===== config.mk =====
export PLATFORM = sky130hd
export DESIGN_NAME = slot_codec
export DESIGN_NICKNAME = d
export VERILOG_FILES = /design/src/rtl/slot_codec_pkg.sv /design/src/rtl/slot_tx.sv /design/src/rtl/slot_rx.sv /design/src/rtl/slot_codec.sv
export SDC_FILE = /design/constraint.sdc
export NUM_CORES = 1
export LEC_CHECK = 0
export BUFFER_PORTS_ARGS = -buffer_cell sky130_fd_sc_hd__buf_2
export CAP_MARGIN = 20
export CORE_ASPECT_RATIO = 1.25
export CORE_MARGIN = 10
export CORE_UTILIZATION = 45
export DETAILED_ROUTE_END_ITERATION = 10
export GPL_TIMING_DRIVEN = 0
export PLACE_DENSITY = 0.71
export SKIP_LAST_GASP = 1
export SLEW_MARGIN = 40
export SYNTH_ARGS = -nofsm -noshare
export SYNTH_HDL_FRONTEND = slang
export SYNTH_SLANG_ARGS = --single-unit

===== constraint.sdc =====
create_clock -name clk -period 7.2 [get_ports clk]
set_input_delay 1.44 -clock clk [delete_from_list [all_inputs] [get_ports clk]]
set_output_delay 1.44 -clock clk [all_outputs]
set_load 0.05 [all_outputs]

===== src/rtl/slot_codec_pkg.sv =====
package slot_codec_pkg;
    localparam int WORD_W = 32;
    localparam int HALF_W = WORD_W / 2;
    localparam int POS_W  = 10;
    localparam int CODE_W = 4;
    localparam int NCH    = 2;
    localparam int CNT_W  = $clog2(WORD_W + 1);
    localparam int BIT_W  = $clog2(WORD_W);
    localparam int BASE_W = 8;
    localparam int EXT_W  = 16;

    typedef struct packed {
        logic             ext;
        logic             en;
        logic [POS_W-1:0] pos;
        logic [CODE_W-1:0] code;
    } ch_cfg_t;

    // Width of a channel window in bits, clamped to one word.
    function automatic logic [CNT_W-1:0] ch_width(ch_cfg_t c);
        int w;
        w = BASE_W + int'(c.code) + (c.ext ? EXT_W : 0);
        if (w > WORD_W) w = WORD_W;
        return CNT_W'(w);
    endfunction

    // Channel 0 (first channel) lives in the upper half of a config word.
    function automatic ch_cfg_t pick_ch(logic [WORD_W-1:0] r, int ch);
        return ch_cfg_t'((ch == 0) ? r[WORD_W-1:HALF_W] : r[HALF_W-1:0]);
    endfunction
endpackage


===== src/rtl/slot_tx.sv =====
module slot_tx
    import slot_codec_pkg::*;
(
    input  logic                  clk,
    input  logic                  rst_n,
    input  logic                  bit_en,
    input  logic [POS_W-1:0]      bit_idx,
    input  logic                  pack_mode,
    input  ch_cfg_t [NCH-1:0]     cfg,
    input  logic [WORD_W-1:0]     tx_word,
    input  logic                  tx_valid,
    output logic                  tx_pop,
    output logic                  tx_err,
    output logic                  tx_sd
);
    typedef struct packed {
        logic [NCH-1:0][WORD_W-1:0] sh;
        logic [NCH-1:0][CNT_W-1:0]  rem;
        logic [HALF_W-1:0]          hold;
        logic                       sd;
    } tx_st_t;

    tx_st_t st_d, st_q;

    always_comb begin
        logic [WORD_W-1:0] load;
        logic [WORD_W-1:0] word_in;
        logic              need;
        logic [NCH-1:0]    out_b;
        logic [NCH-1:0]    act;
        st_d    = st_q;
        tx_pop  = 1'b0;
        tx_err  = 1'b0;
        load    = '0;
        word_in = '0;
        need    = 1'b0;
        out_b   = '0;
        act     = '0;
        if (bit_en) begin
            for (int c = 0; c < NCH; c++) begin
                if (cfg[c].en && (bit_idx == cfg[c].pos)) begin
                    need = (c == 0) || !pack_mode || !cfg[0].en;
                    if (need) begin
                        if (tx_valid) tx_pop = 1'b1;
                        else          tx_err = 1'b1;
                    end
                    word_in = (need && tx_valid) ? tx_word : '0;
                    if (!pack_mode) begin
                        load = word_in;
                    end else if (c == 0) begin
                        load = {word_in[HALF_W-1:0], {HALF_W{1'b0}}};
                        st_d.hold = word_in[WORD_W-1:HALF_W];
                    end else if (need) begin
                        load = {word_in[WORD_W-1:HALF_W], {HALF_W{1'b0}}};
                    end else begin
                        load = {st_q.hold, {HALF_W{1'b0}}};
                    end
                    out_b[c]    = load[WORD_W-1];
                    act[c]      = 1'b1;
                    st_d.sh[c]  = load << 1;
                    st_d.rem[c] = ch_width(cfg[c]) - CNT_W'(1);
                end else if (st_q.rem[c] != '0) begin
                    out_b[c]    = st_q.sh[c][WORD_W-1];
                    act[c]      = 1'b1;
                    st_d.sh[c]  = st_q.sh[c] << 1;
                    st_d.rem[c] = st_q.rem[c] - CNT_W'(1);
                end
            end
            st_d.sd = act[0] ? out_b[0] : out_b[1];
        end
    end

    always_ff @(posedge clk) begin
        if (!rst_n) st_q <= '0;
        else        st_q <= st_d;
    end

    assign tx_sd = st_q.sd;
endmodule


===== src/rtl/slot_rx.sv =====
module slot_rx
    import slot_codec_pkg::*;
(
    input  logic                  clk,
    input  logic                  rst_n,
    input  logic                  bit_en,
    input  logic [POS_W-1:0]      bit_idx,
    input  logic                  pack_mode,
    input  ch_cfg_t [NCH-1:0]     cfg,
    input  logic                  rx_sd,
    input  logic                  rx_full,
    output logic [WORD_W-1:0]     rx_word,
    output logic                  rx_push,
    output logic                  rx_err
);
    typedef struct packed {
        logic [NCH-1:0][WORD_W-1:0] acc;
        logic [NCH-1:0][CNT_W-1:0]  cnt;
        logic [HALF_W-1:0]          hold;
        logic [WORD_W-1:0]          word;
        logic                       push;
        logic                       err;
    } rx_st_t;

    rx_st_t st_d, st_q;

    always_comb begin
        logic [WORD_W-1:0] tmp;
        logic [WORD_W-1:0] wd;
        logic [HALF_W-1:0] half;
        logic [BIT_W-1:0]  bpos;
        logic              done;
        st_d      = st_q;
        st_d.push = 1'b0;
        st_d.err  = 1'b0;
        tmp  = '0;
        wd   = '0;
        half = '0;
        bpos = '0;
        done = 1'b0;
        if (bit_en) begin
            for (int c = 0; c < NCH; c++) begin
                done = 1'b0;
                tmp  = '0;
                if (cfg[c].en && (bit_idx == cfg[c].pos)) begin
                    tmp[WORD_W-1] = rx_sd;
                    st_d.acc[c]   = tmp;
                    st_d.cnt[c]   = CNT_W'(1);
                end else if (st_q.cnt[c] != '0) begin
                    tmp  = st_q.acc[c];
                    bpos = BIT_W'(WORD_W - 1 - int'(st_q.cnt[c]));
                    tmp[bpos]   = rx_sd;
                    st_d.acc[c] = tmp;
                    if (st_q.cnt[c] + CNT_W'(1) == ch_width(cfg[c])) begin
                        done        = 1'b1;
                        st_d.cnt[c] = '0;
                    end else begin
                        st_d.cnt[c] = st_q.cnt[c] + CNT_W'(1);
                    end
                end
                if (done) begin
                    half = tmp[WORD_W-1:HALF_W];
                    if (pack_mode && (c == 0) && cfg[1].en) begin
                        st_d.hold = half;
                    end else begin
                        if (!pack_mode)  wd = tmp;
                        else if (c == 0) wd = {{HALF_W{1'b0}}, half};
                        else             wd = {half, cfg[0].en ? st_q.hold : {HALF_W{1'b0}}};
                        if (rx_full) begin
                            st_d.err = 1'b1;
                        end else begin
                            st_d.push = 1'b1;
                            st_d.word = wd;
                        end
                    end
                end
            end
        end
    end

    always_ff @(posedge clk) begin
        if (!rst_n) st_q <= '0;
        else        st_q <= st_d;
    end

    assign rx_word = st_q.word;
    assign rx_push = st_q.push;
    assign rx_err  = st_q.err;
endmodule


===== src/rtl/slot_codec.sv =====
module slot_codec
    import slot_codec_pkg::*;
(
    input  logic        clk,
    input  logic        rst_n,
    input  logic        bit_en,
    input  logic [9:0]  bit_idx,
    input  logic        frame_start,
    input  logic        pack_mode,
    input  logic [31:0] tx_cfg,
    input  logic [31:0] rx_cfg,
    input  logic [31:0] tx_word,
    input  logic        tx_valid,
    output logic        tx_pop,
    output logic        tx_err,
    output logic        tx_sd,
    input  logic        rx_sd,
    output logic [31:0] rx_word,
    output logic        rx_push,
    input  logic        rx_full,
    output logic        rx_err
);
    typedef struct packed {
        logic [WORD_W-1:0] txc;
        logic [WORD_W-1:0] rxc;
        logic              pk;
    } cfg_t;

    cfg_t cfg_d, cfg_q, eff;

    always_comb begin
        eff = cfg_q;
        if (frame_start) begin
            eff.txc = tx_cfg;
            eff.rxc = rx_cfg;
            eff.pk  = pack_mode;
        end
        cfg_d = eff;
    end

    always_ff @(posedge clk) begin
        if (!rst_n) cfg_q <= '0;
        else        cfg_q <= cfg_d;
    end

    ch_cfg_t [NCH-1:0] tx_ch;
    ch_cfg_t [NCH-1:0] rx_ch;

    for (genvar g = 0; g < NCH; g++) begin : g_ch
        assign tx_ch[g] = pick_ch(eff.txc, g);
        assign rx_ch[g] = pick_ch(eff.rxc, g);
    end

    slot_tx u_tx (
        .clk      (clk),
        .rst_n    (rst_n),
        .bit_en   (bit_en),
        .bit_idx  (bit_idx),
        .pack_mode(eff.pk),
        .cfg      (tx_ch),
        .tx_word  (tx_word),
        .tx_valid (tx_valid),
        .tx_pop   (tx_pop),
        .tx_err   (tx_err),
        .tx_sd    (tx_sd)
    );

    slot_rx u_rx (
        .clk      (clk),
        .rst_n    (rst_n),
        .bit_en   (bit_en),
        .bit_idx  (bit_idx),
        .pack_mode(eff.pk),
        .cfg      (rx_ch),
        .rx_sd    (rx_sd),
        .rx_full  (rx_full),
        .rx_word  (rx_word),
        .rx_push  (rx_push),
        .rx_err   (rx_err)
    );
endmodule


======== After elaboration in Yosys (flattened, before gate mapping) ========
Cells that the tools add are included.
cells by class
  add/subtract/negate cells ............... 16
  multiply operators ...................... 0
  divide/modulo/power cells ............... 0
  $lt $le $gt $ge ......................... 8
  equal/unequal tests ..................... 6
  shift operators ......................... 0
  mux-type cells .......................... 92
  bitwise operators ....................... 0
  reductions and logical operators ........ 26
operator list
  cell                 count
  $mux 32              16
  $mux 6               24
  $gt 32x7->1 const B  4
  $mux 34              3
  $mux 33              2
  $mux 65              1
  $bwmux 32            2
  $mux 31              2
  $eq 10x10->1         4
  $mux 1               34
  $mux 16              2
  $add 5x5->6          4
  $reduce_bool 6->1    4
  $sub 6x1->6 const B  4
  $add 4x4->5 const A  4
  $mux 5               4
  $add 6x1->6 const B  2
  $eq 6x6->1           2
  $lt 5x6->1 const B   2
  $demux 1 s5          2
  $ge 5x1->1 const B   2
  $reduce_and 2->1     5
  $sub 5x5->5 const A  2
  $logic_and 1x1->1    8
  4 further kinds      9
word-level totals
  flip-flop bits (word level) ............. 284
  latch bits .............................. 0
  bits in writable memories ............... 0
  memory bits (read-only) ................. 0
  input port bits ......................... 114
  output and inout port bits .............. 37
  word-level logic and storage cells ...... 165
  memories ................................ 0

======== Depth between registers and ports, before layout ========
Gate-level depths: netlist (run 1).
  depth after elaboration ................. 16
  depth in mapped cells ................... 19
  depth with buffers taken out ............ 11

======== By module ========
From an unflattened synthesis (run 1), not the netlist that was laid out.
unflattened totals
  cells, all modules ...................... 1817
  area, all modules ....................... 15916.5 um^2
modules (own cells, without submodules)
  module      times used  cells an instance  area each (um^2)  seq. area each (um^2)
  slot_rx     1           944                7521.0            2522.4
  slot_tx     1           664                5669.2            1821.7
  slot_codec  1           209                2726.4            1301.2

======== Least setup slack after synthesis (run 1) ========
Ideal clock, no wire load.
  kind .................................... input -> output
  from .................................... input port frame_start
  to ...................................... output port tx_err
  data arrival time ....................... 4.222 ns
  data required time ...................... 5.760 ns
  setup slack ............................. 1.538 ns
  stages on the path ...................... 13
  buffers on the path ..................... 6
  path through ............................ buf_6 buf_6 buf_6 buf_6 mux2i_1 xor2_1 nand2_1 or4_1 buf_2 buf_2 o21ai_0 nand2_1 nor2_1
on the way
  word-level cells in the longest chain between the ends .. 8
  elaborated cells between the ends (all ways) .. 13
  those cells by class .................... 2 x eq/ne; 6 x mux; 5 x reduce/logical
ends and longest elaborated chain
  what                line              source
  start: declaration  slot_codec.sv:8   input logic frame_start,
  $mux 65 (*)         slot_codec.sv:33  if (frame_start) begin
  $eq 10x10->1        slot_tx.sv:41     if (cfg[c].en && (bit_idx == cfg[c].pos)) begin
  $logic_and 1x1->1   slot_tx.sv:41
  $mux 1              slot_tx.sv:41
  $mux 1              slot_tx.sv:44     if (tx_valid) tx_pop = 1'b1;
  $mux 1              slot_tx.sv:43     if (need) begin
  $mux 1 (*)          slot_tx.sv:41
  $mux 1 (*)          slot_tx.sv:39     if (bit_en) begin
  end: declaration    slot_codec.sv:15  output logic tx_err,
Every way passes the cells marked *; elsewhere a longest branch is shown, timed or not.

======== Worst setup path after layout (run 1) ========
  from .................................... input port frame_start
  to ...................................... output port tx_pop
on the way
  word-level cells in the longest chain between the ends .. 8
  elaborated cells between the ends (all ways) .. 13
  those cells by class .................... 2 x eq/ne; 6 x mux; 5 x reduce/logical
ends and longest elaborated chain
  what               line              source
  $mux 65 (*)        slot_codec.sv:33
  $eq 10x10->1       slot_tx.sv:41
  $logic_and 1x1->1  slot_tx.sv:41
  $mux 1             slot_tx.sv:41
  $mux 1             slot_tx.sv:44
  $mux 1             slot_tx.sv:43
  $mux 1 (*)         slot_tx.sv:41
  $mux 1 (*)         slot_tx.sv:39
  end: declaration   slot_codec.sv:14  output logic tx_pop,
Marked as above.

==> summary.txt, run 1 <==
Die
  – Die height: 222 um
  – Core Area: 32,000 um2
  – Initial core utilization: 45.9%
  – Die width: 182 um
  – Io pins: 151
  – Die footprint: 40,300 um2
  – Rows: 73

Logic synthesis
  – Gate Count Post-Synth: 1,821
  – Sequential fraction of the synthesis area: 38.5%
  – Synth top area share: 38.5%
  – Post-synth EDFFs: 0
  – Synth warn: 0
  – Number of synthesized register bits: 282
  – Largest cells by area after synthesis: dfxtp_1 38%, mux2i_1 11%, nor2_1 8.5%
  – Primary FF master, synth: dfxtp_1
  – Synth cell types: 62
  – Syn Nets: 1,952
  – Avg Cell Area, Syn: 8.06 um2
  – Synth area leader: dfxtp_1
  – Async SR Flop Fraction: 0%
  – Post-synthesis instance area: 14,700 um2

Setup path
  – Crit end category: primary output
  – CP Data Arrival Time: 4.79 ns
  – CP max stage cell: clkbuf_1
  – Critical path launch point type: input port
  – Critical path type: input port to primary output
  – CP Max Fanout: 10
  – Family with the most delay on the worst path: buffers and inverters
  – CP max stage delay: 0.50 ns
  – Cell breakdown of the critical path: buf_6, buf_6, buf_6, buf_6, buf_6, mux2i_1, xnor2_1, nor2_1, nand4_2, clkbuf_1, clkbuf_1, o21ai_0, and3_1, buf_2
  – Crit path required time: 5.76 ns
  – Reg2Reg Depth: 10
  – Sum of buffers and inverters on the critical path: 8
  – Critical Path Most Common Cell: buf_6
  – Crit path depth: 14

Layout
  – Fillers: 3,042
  – Commonest non-fill, non-tap cell in the layout: nor2_1
  – Area grow syn2layout: 16.1%
  – Nets@finish: 2,128
  – Highest-count cells in the layout ignoring fill and taps: 331 x nor2_1, 282 x dfxtp_1, 186 x nand2_1
  – Share of cells above drive strength 1: 15.0%

Timing
  – Final setup vio count: 0
  – Final Skew: 0.0114 ns
  – FMAX: 0.160 GHz
  – Worst slew pin tran: 0.828 ns
  – TNS Setup: 0 ns
  – Minimum clock period after layout: 6.23 ns
  – Final Cycle Share: 86.5%
  – RSZ-0062 raised after global routing: false
  – Fin. Hold Viols: 0
  – WHS: 0.450 ns
  – Worst slew margin relative to its limit: 43.2%
  – Slew Viols, Final: 0
  – Final WS setup: 0.969 ns

Route
  – Starting DRC count in detailed routing: 1,073
  – Via Count: 13.9k
  – Routed len/inst: 19.2 um
  – Avg Vias per Cell: 5.69
  – Drt pass-1 iters: 5
  – # DRC: 0
  – Final WL: 46.8 mm
  – Antenna Nets Post-Route: 0

Clocking
  – Root buffer cell: clkbuf_16
  – Deepest clock path buffer count: 3
  – Num Clock Sinks: 282
  – CTS tree: yes
  – Hold buffer count at CTS: 0
  – Worst skew pair latency: 0.56 ns
  – CTS clk-pin slew, worst paths: 0.06 ns
  – PostCTS Resize Cnt: 0
  – Post-CTS Setup Inserts: 0
  – Total CTS buffers: 30
  – Htree depth: 1

Power
  – Pwr Density: 268 nW/um2
  – Peak supply drop: 186 uV
  – Leak: 6.51 nW

Min path
  – Hold Path Cell Cnt: 2
  – Hold WC Path Type: flop to flop

Global routing
  – Total global routing overflow: 0
  – Vias in the first global route: 13.7k
  – Global-route wire length before repair: 73.1 mm
  – Antenna violations before repair: 5
  – Largest net degree at the start of global routing: 15
  – GRT Overall Usage: 21.9%

Place
  – Post-place setup slack: 0.941 ns
  – IO Port Bufs: 144
  – Placer Congestion: 0.938
  – Detailed Place HPWL: 35.8 mm

Status
  – Status: completed

Flow run
  – Max cap viols: 0
-- per-layer routing --
| layer | wire length (um) | part of all wire (%) | vias to the layer above | GRT usage (%) |
|---|---|---|---|---|
| met5 | 0 | 0 | - | 0 |
| met4 | 2570 | 5.5 | 0 | 12.2 |
| met3 | 2940 | 6.3 | 128 | 3.43 |
| met2 | 22900 | 49 | 504 | 37.9 |
| met1 | 18400 | 39 | 6562 | 25.2 |
| li1 | - | - | 6667 | - |
-- tightest hold or removal path, delay by kind of cell, from the launching register on --
family,cells,cell delay [ns]
buffers and inverters,1,0.05
flip-flops,1,0.31
AO/OA/AOI/OAI,1,0.05
-- where the power goes --
group / switching (mW) / internal, mW / total, mW / leakage [nW]
Sequential: 0.105 / 1.74 / 1.84 / 2.29
Combinational: 0.597 / 0.388 / 0.985 / 3.67
Clock: 0.666 / 1.08 / 1.75 / 0.545
Total: 1.37 / 3.21 / 4.58 / 6.51
-- cells in the mapped netlist, drive strengths merged, types with 3 or more instances --
cell,n
a2111oi,5
clkbuf,92
nor2,331
nor3b,18
ha,17
a211oi,50
a21oi,131
xnor2,39
nand2b,17
nand3,40
o22ai,22
a2bb2oi,9
nand4,8
a22oi,3
o2111ai,5
buf,76
a21boi,3
nand2,186
o221ai,15
or3,10
a221o,15
a31oi,3
xor2,13
and3,6
or2,5
mux2i,159
o31ai,3
dfxtp,282
mux2,20
inv,35
o211ai,42
o21ai,78
nor3,43
and2,12
nor4,6
nor2b,3
-- cell type report --
type	instances	area [um2]	area share, %
clock inverters	14	251	1.48
diodes	5	12.5	0.0734
well taps	412	515	3.02
plain buffers	168	876	5.14
repair buffers	144	721	4.23
inverters	35	131	0.771
clock buffers	40	860	5.04
multi-input cells	1336	8030	47.1
flip-flops and latches	282	5650	33.1
-- path summary, 6_finish.rpt --
path	slack, ns	end	start
max reg2reg	3.56	u_rx.rx_word[8]	cfg_q[20]
max	0.97	tx_pop	frame_start
min reg2reg	0.45	u_rx.st_q[63]	u_rx.st_q[63]
min	0.45	u_rx.st_q[63]	u_rx.st_q[63]
-- per-stage QoR --
stage,instances,instance area [um2],power (mW),util (%)
2_1_floorplan,1821,14700,2.58,-
3_3_place_gp,2377,15900,2.80,49.8
3_5_place_dp,2377,15900,2.84,49.8
4_1_cts,2431,17000,4.57,53.3
5_1_grt,2436,17000,4.78,53.3
6_report,2436,17000,4.58,53.3
-- logic make-up after synthesis --
group / count (synthesis) / share of synthesized area [%]
AO/OA/AOI/OAI: 395 / 17.2
XOR/XNOR: 52 / 3.10
buffers and inverters: 203 / 6.86
flip-flops: 282 / 38.5
AND/OR/NAND/NOR: 692 / 20.4
multiplexers: 179 / 12.4
adder cells (fa/ha/maj): 18 / 1.52
-- flip-flops by register name, summed over array words and instances (netlist names) --
signal	count
u_rx.rx_err	1
cfg_q	65
u_rx.rx_push	1
u_rx.st_q	92
u_rx.rx_word	32
u_tx.tx_sd	1
u_tx.st_q	90
(Power assumes the default switching activity.)
==> inputs of run 2 (changes only) <==
--- a/config.mk
+++ b/config.mk
@@ -5,14 +5,15 @@
 export SDC_FILE = /design/constraint.sdc
 export NUM_CORES = 1
 export LEC_CHECK = 0
+export ABC_AREA = 1
 export BUFFER_PORTS_ARGS = -buffer_cell sky130_fd_sc_hd__buf_2
 export CAP_MARGIN = 20
 export CORE_ASPECT_RATIO = 1.25
 export CORE_MARGIN = 10
-export CORE_UTILIZATION = 45
+export CORE_UTILIZATION = 55
 export DETAILED_ROUTE_END_ITERATION = 10
 export GPL_TIMING_DRIVEN = 0
-export PLACE_DENSITY = 0.71
+export PLACE_DENSITY = 0.72
 export SKIP_LAST_GASP = 1
 export SLEW_MARGIN = 40
 export SYNTH_ARGS = -nofsm -noshare
==> summary.txt, run 2 <==
Status
  – Status: completed

Clocking
  – PostCTS Resize Cnt: 0 (unchanged)
  – Total CTS buffers: 30 (unchanged)
  – CTS clk-pin slew, worst paths: 0.06 ns (about the same)
  – Htree depth: 1 (unchanged)
  – Hold buffer count at CTS: 0 (unchanged)
  – Deepest clock path buffer count: 3 (unchanged)
  – CTS tree: yes
  – Post-CTS Setup Inserts: 0 (unchanged)
  – Root buffer cell: clkbuf_16
  – Worst skew pair latency: 0.58 ns (+0.02 ns)
  – Num Clock Sinks: 282 (unchanged)

Die
  – Die width: 173 um (-4.6%)
  – Initial core utilization: 55.4% (+9.5 points)
  – Io pins: 151 (unchanged)
  – Die footprint: 36,600 um2 (-9.2%)
  – Rows: 70 (-4.1%)
  – Die height: 211 um (-4.8%)
  – Core Area: 29,100 um2 (-9.0%)

Route
  – Routed len/inst: 18.0 um (-6.1%)
  – Final WL: 55.8 mm (+19%)
  – Avg Vias per Cell: 5.55 (-2.5%)
  – Starting DRC count in detailed routing: 1,437 (+34%)
  – # DRC: 0 (unchanged)
  – Via Count: 17.2k (+24%)
  – Antenna Nets Post-Route: 0 (unchanged)
  – Drt pass-1 iters: 5 (unchanged)

Logic synthesis
  – Synth cell types: 51 (-18%)
  – Post-synthesis instance area: 16,100 um2 (+9.8%)
  – Avg Cell Area, Syn: 6.45 um2 (-20%)
  – Synth top area share: 35.0% (-3.4 points)
  – Number of synthesized register bits: 282 (unchanged)
  – Synth area leader: dfxtp_1
  – Async SR Flop Fraction: 0% (unchanged)
  – Gate Count Post-Synth: 2,498 (+37%)
  – Top cells by count, synth: 738 x nand2_1, 290 x nor2_1, 282 x dfxtp_1
  – Most frequent cell after synthesis: nand2_1
  – Post-synth EDFFs: 0 (unchanged)
  – Sequential fraction of the synthesis area: 35.0% (-3.4 points)
  – Synth warn: 0 (unchanged)
  – Primary FF master, synth: dfxtp_1
  – Largest cells by area after synthesis: dfxtp_1 35%, nand2_1 17%, nor2_1 6.8%
  – Syn Nets: 2,629 (+35%)

Power
  – Peak supply drop: 204 uV (+9.4%)
  – Net Switching: 1.20 mW (-12%)
  – Part of the power in combinational logic: 16.6% (-4.9 points)
  – Int Pwr: 2.95 mW (-8.0%)
  – Pwr Density: 225 nW/um2 (-16%)
  – Sw frac: 28.9% (-1.0 points)
  – Seq pwr share: 42.0% (+1.8 points)
  – Leak: 8.57 nW (+32%)
  – Clock share of power: 41.4% (+3.2 points)

Setup path
  – CP startpoint: frame_start
  – R2r setup slk: 4.00 ns (+0.44 ns)
  – Crit path required time: 5.76 ns (about the same)
  – Critical path type: input port to primary output
  – CP Data Arrival Time: 4.22 ns (-0.57 ns)
  – Reg2Reg Depth: 16 (+6)
  – CP max stage delay: 0.37 ns (-0.13 ns)
  – Cell breakdown of the critical path: buf_4, buf_2, buf_2, o211ai_1, nand4_1, nor2_1, nand2_2, buf_2, clkbuf_1, o21ai_0, inv_1, nor2_1, buf_2
  – FF-to-FF End: u_rx.rx_word[9]
  – Critical Path Most Common Cell: buf_2
  – CP max stage cell: nor2_1
  – CP Max Fanout: 10 (unchanged)
  – Critical path launch point type: input port
  – Worst R2R Start: u_rx.st_q[56]
  – Critical path endpoint: tx_err
  – Crit end category: primary output

Layout
  – Area grow syn2layout: 14.3%
  – Ant. Diodes: 0 (-5)
  – Highest-count cells in the layout ignoring fill and taps: 738 x nand2_1, 290 x nor2_1, 282 x dfxtp_1
  – Biggest register: u_rx.st_q
  – Top flop regs: u_rx.st_q: 92 flops, u_tx.st_q: 90 flops, cfg_q: 65 flops
  – Nets@finish: 2,806 (+32%)
  – Commonest non-fill, non-tap cell in the layout: nand2_1
  – Largest register FFs: 92 (unchanged)
  – Share of cells above drive strength 1: 12.5% (-2.5 points)

Timing
  – Worst slew margin relative to its limit: 44.0% (+0.81 points)
  – Slew Viols, Final: 0 (unchanged)
  – Worst slew pin tran: 0.840 ns (+0.0115 ns)
  – FMAX: 0.177 GHz (+10%)
  – Final Cycle Share: 78.6% (-7.9 points)
  – Fin. Hold Viols: 0 (unchanged)
  – Final setup vio count: 0 (unchanged)
  – Final Skew: 0.0135 ns (+0.00217 ns)
  – RSZ-0062 raised after global routing: false
  – Minimum clock period after layout: 5.66 ns (-0.569 ns)
  – TNS Setup: 0 ns (unchanged)
  – Final WS setup: 1.54 ns (+0.569 ns)

Place
  – Detailed Place HPWL: 42.8 mm (+20%)
  – Placer Congestion: 0.989 (+5.5%)
  – IO Port Bufs: 145 (+0.69%)
  – Post-place setup slack: 1.64 ns (+0.702 ns)

Global routing
  – Vias in the first global route: 16.4k (+20%)
  – Global-route wire length before repair: 87.4 mm (+20%)
  – Largest net degree at the start of global routing: 15 (unchanged)
  – GRT Overall Usage: 29.3% (+7.4 points)
  – Antenna violations before repair: 0 (-5)
  – Total global routing overflow: 0 (unchanged)

Min path
  – Hold path start: u_tx.st_q[3]
  – Hold WC Path Type: flop to flop

Flow run
  – Max cap viols: 0 (unchanged)
[run 2: cell type report]
cell class,count,area [um2]
sequential,282,5650
clock inverter,14,228
tap,396,495
buffer,185,950
inverter,222,833
clock buffer,41,853
multi-input combinational,1809,8690
timing repair buffer,145,726
fill,2865,10700
[run 2: worst min path at each step]
stage / endpoint / slack [ns] / cells past startpoint
after global routing: u_tx.st_q[11] / 0.47 / 2
after global placement: u_tx.st_q[1] / 0.44 / 2
after detailed placement: u_tx.st_q[11] / 0.45 / 2
final: u_tx.st_q[3] / 0.45 / 2
after floorplan: u_tx.st_q[1] / 0.43 / 2
after CTS: u_tx.st_q[3] / 0.46 / 2
[run 2: logic make-up (layout without fill, tap and decap cells)]
group	count (synthesis)	in the layout	synth area share [%]
AO/OA/AOI/OAI	453	453	16.4
multiplexers	40	40	2.48
adder cells (fa/ha/maj)	17	17	1.32
XOR/XNOR	11	11	0.598
AND/OR/NAND/NOR	1288	1288	33.1
buffers and inverters	407	607	11.1
flip-flops	282	282	35.0
[run 2: worst max-delay path, delay by kind of cell]
| family | cells | cell delay [ns] |
|---|---|---|
| buf+inv | 7 | 1.45 |
| compound gates | 2 | 0.56 |
| simple gates | 4 | 0.76 |
[run 2: power groups by stage]
stage	Clock, mW	Combinational, mW	Sequential (mW)
after floorplan	0	0.479	1.75
after global placement	0	0.661	1.77
after detailed placement	0	0.677	1.77
after CTS	1.73	0.681	1.74
after global routing	1.78	0.771	1.75
final	1.72	0.689	1.74
[run 2: through the flow]
step                instance area, um2  total power [mW]  hold WS [ns]  util, %  std cells
floorplan                        16100              2.23         0.430        -       2498
global placement                 17300              2.43         0.439     59.6       3039
detailed placement               17300              2.45         0.447     59.6       3039
CTS                              18400              4.15         0.456     63.3       3094
global route                     18400              4.31         0.468     63.3       3094
finish                           18400              4.15         0.454     63.3       3094
[run 2: per-layer routing]
metal	wire (um)	part of all wire (%)	GRT usage (%)	vias to the layer above
met5	0	0	0	-
met4	2720	4.9	14.4	0
met3	3960	7.1	4.74	165
met2	27100	49	52.1	711
met1	22000	39	33.7	7852
li1	-	-	-	8440
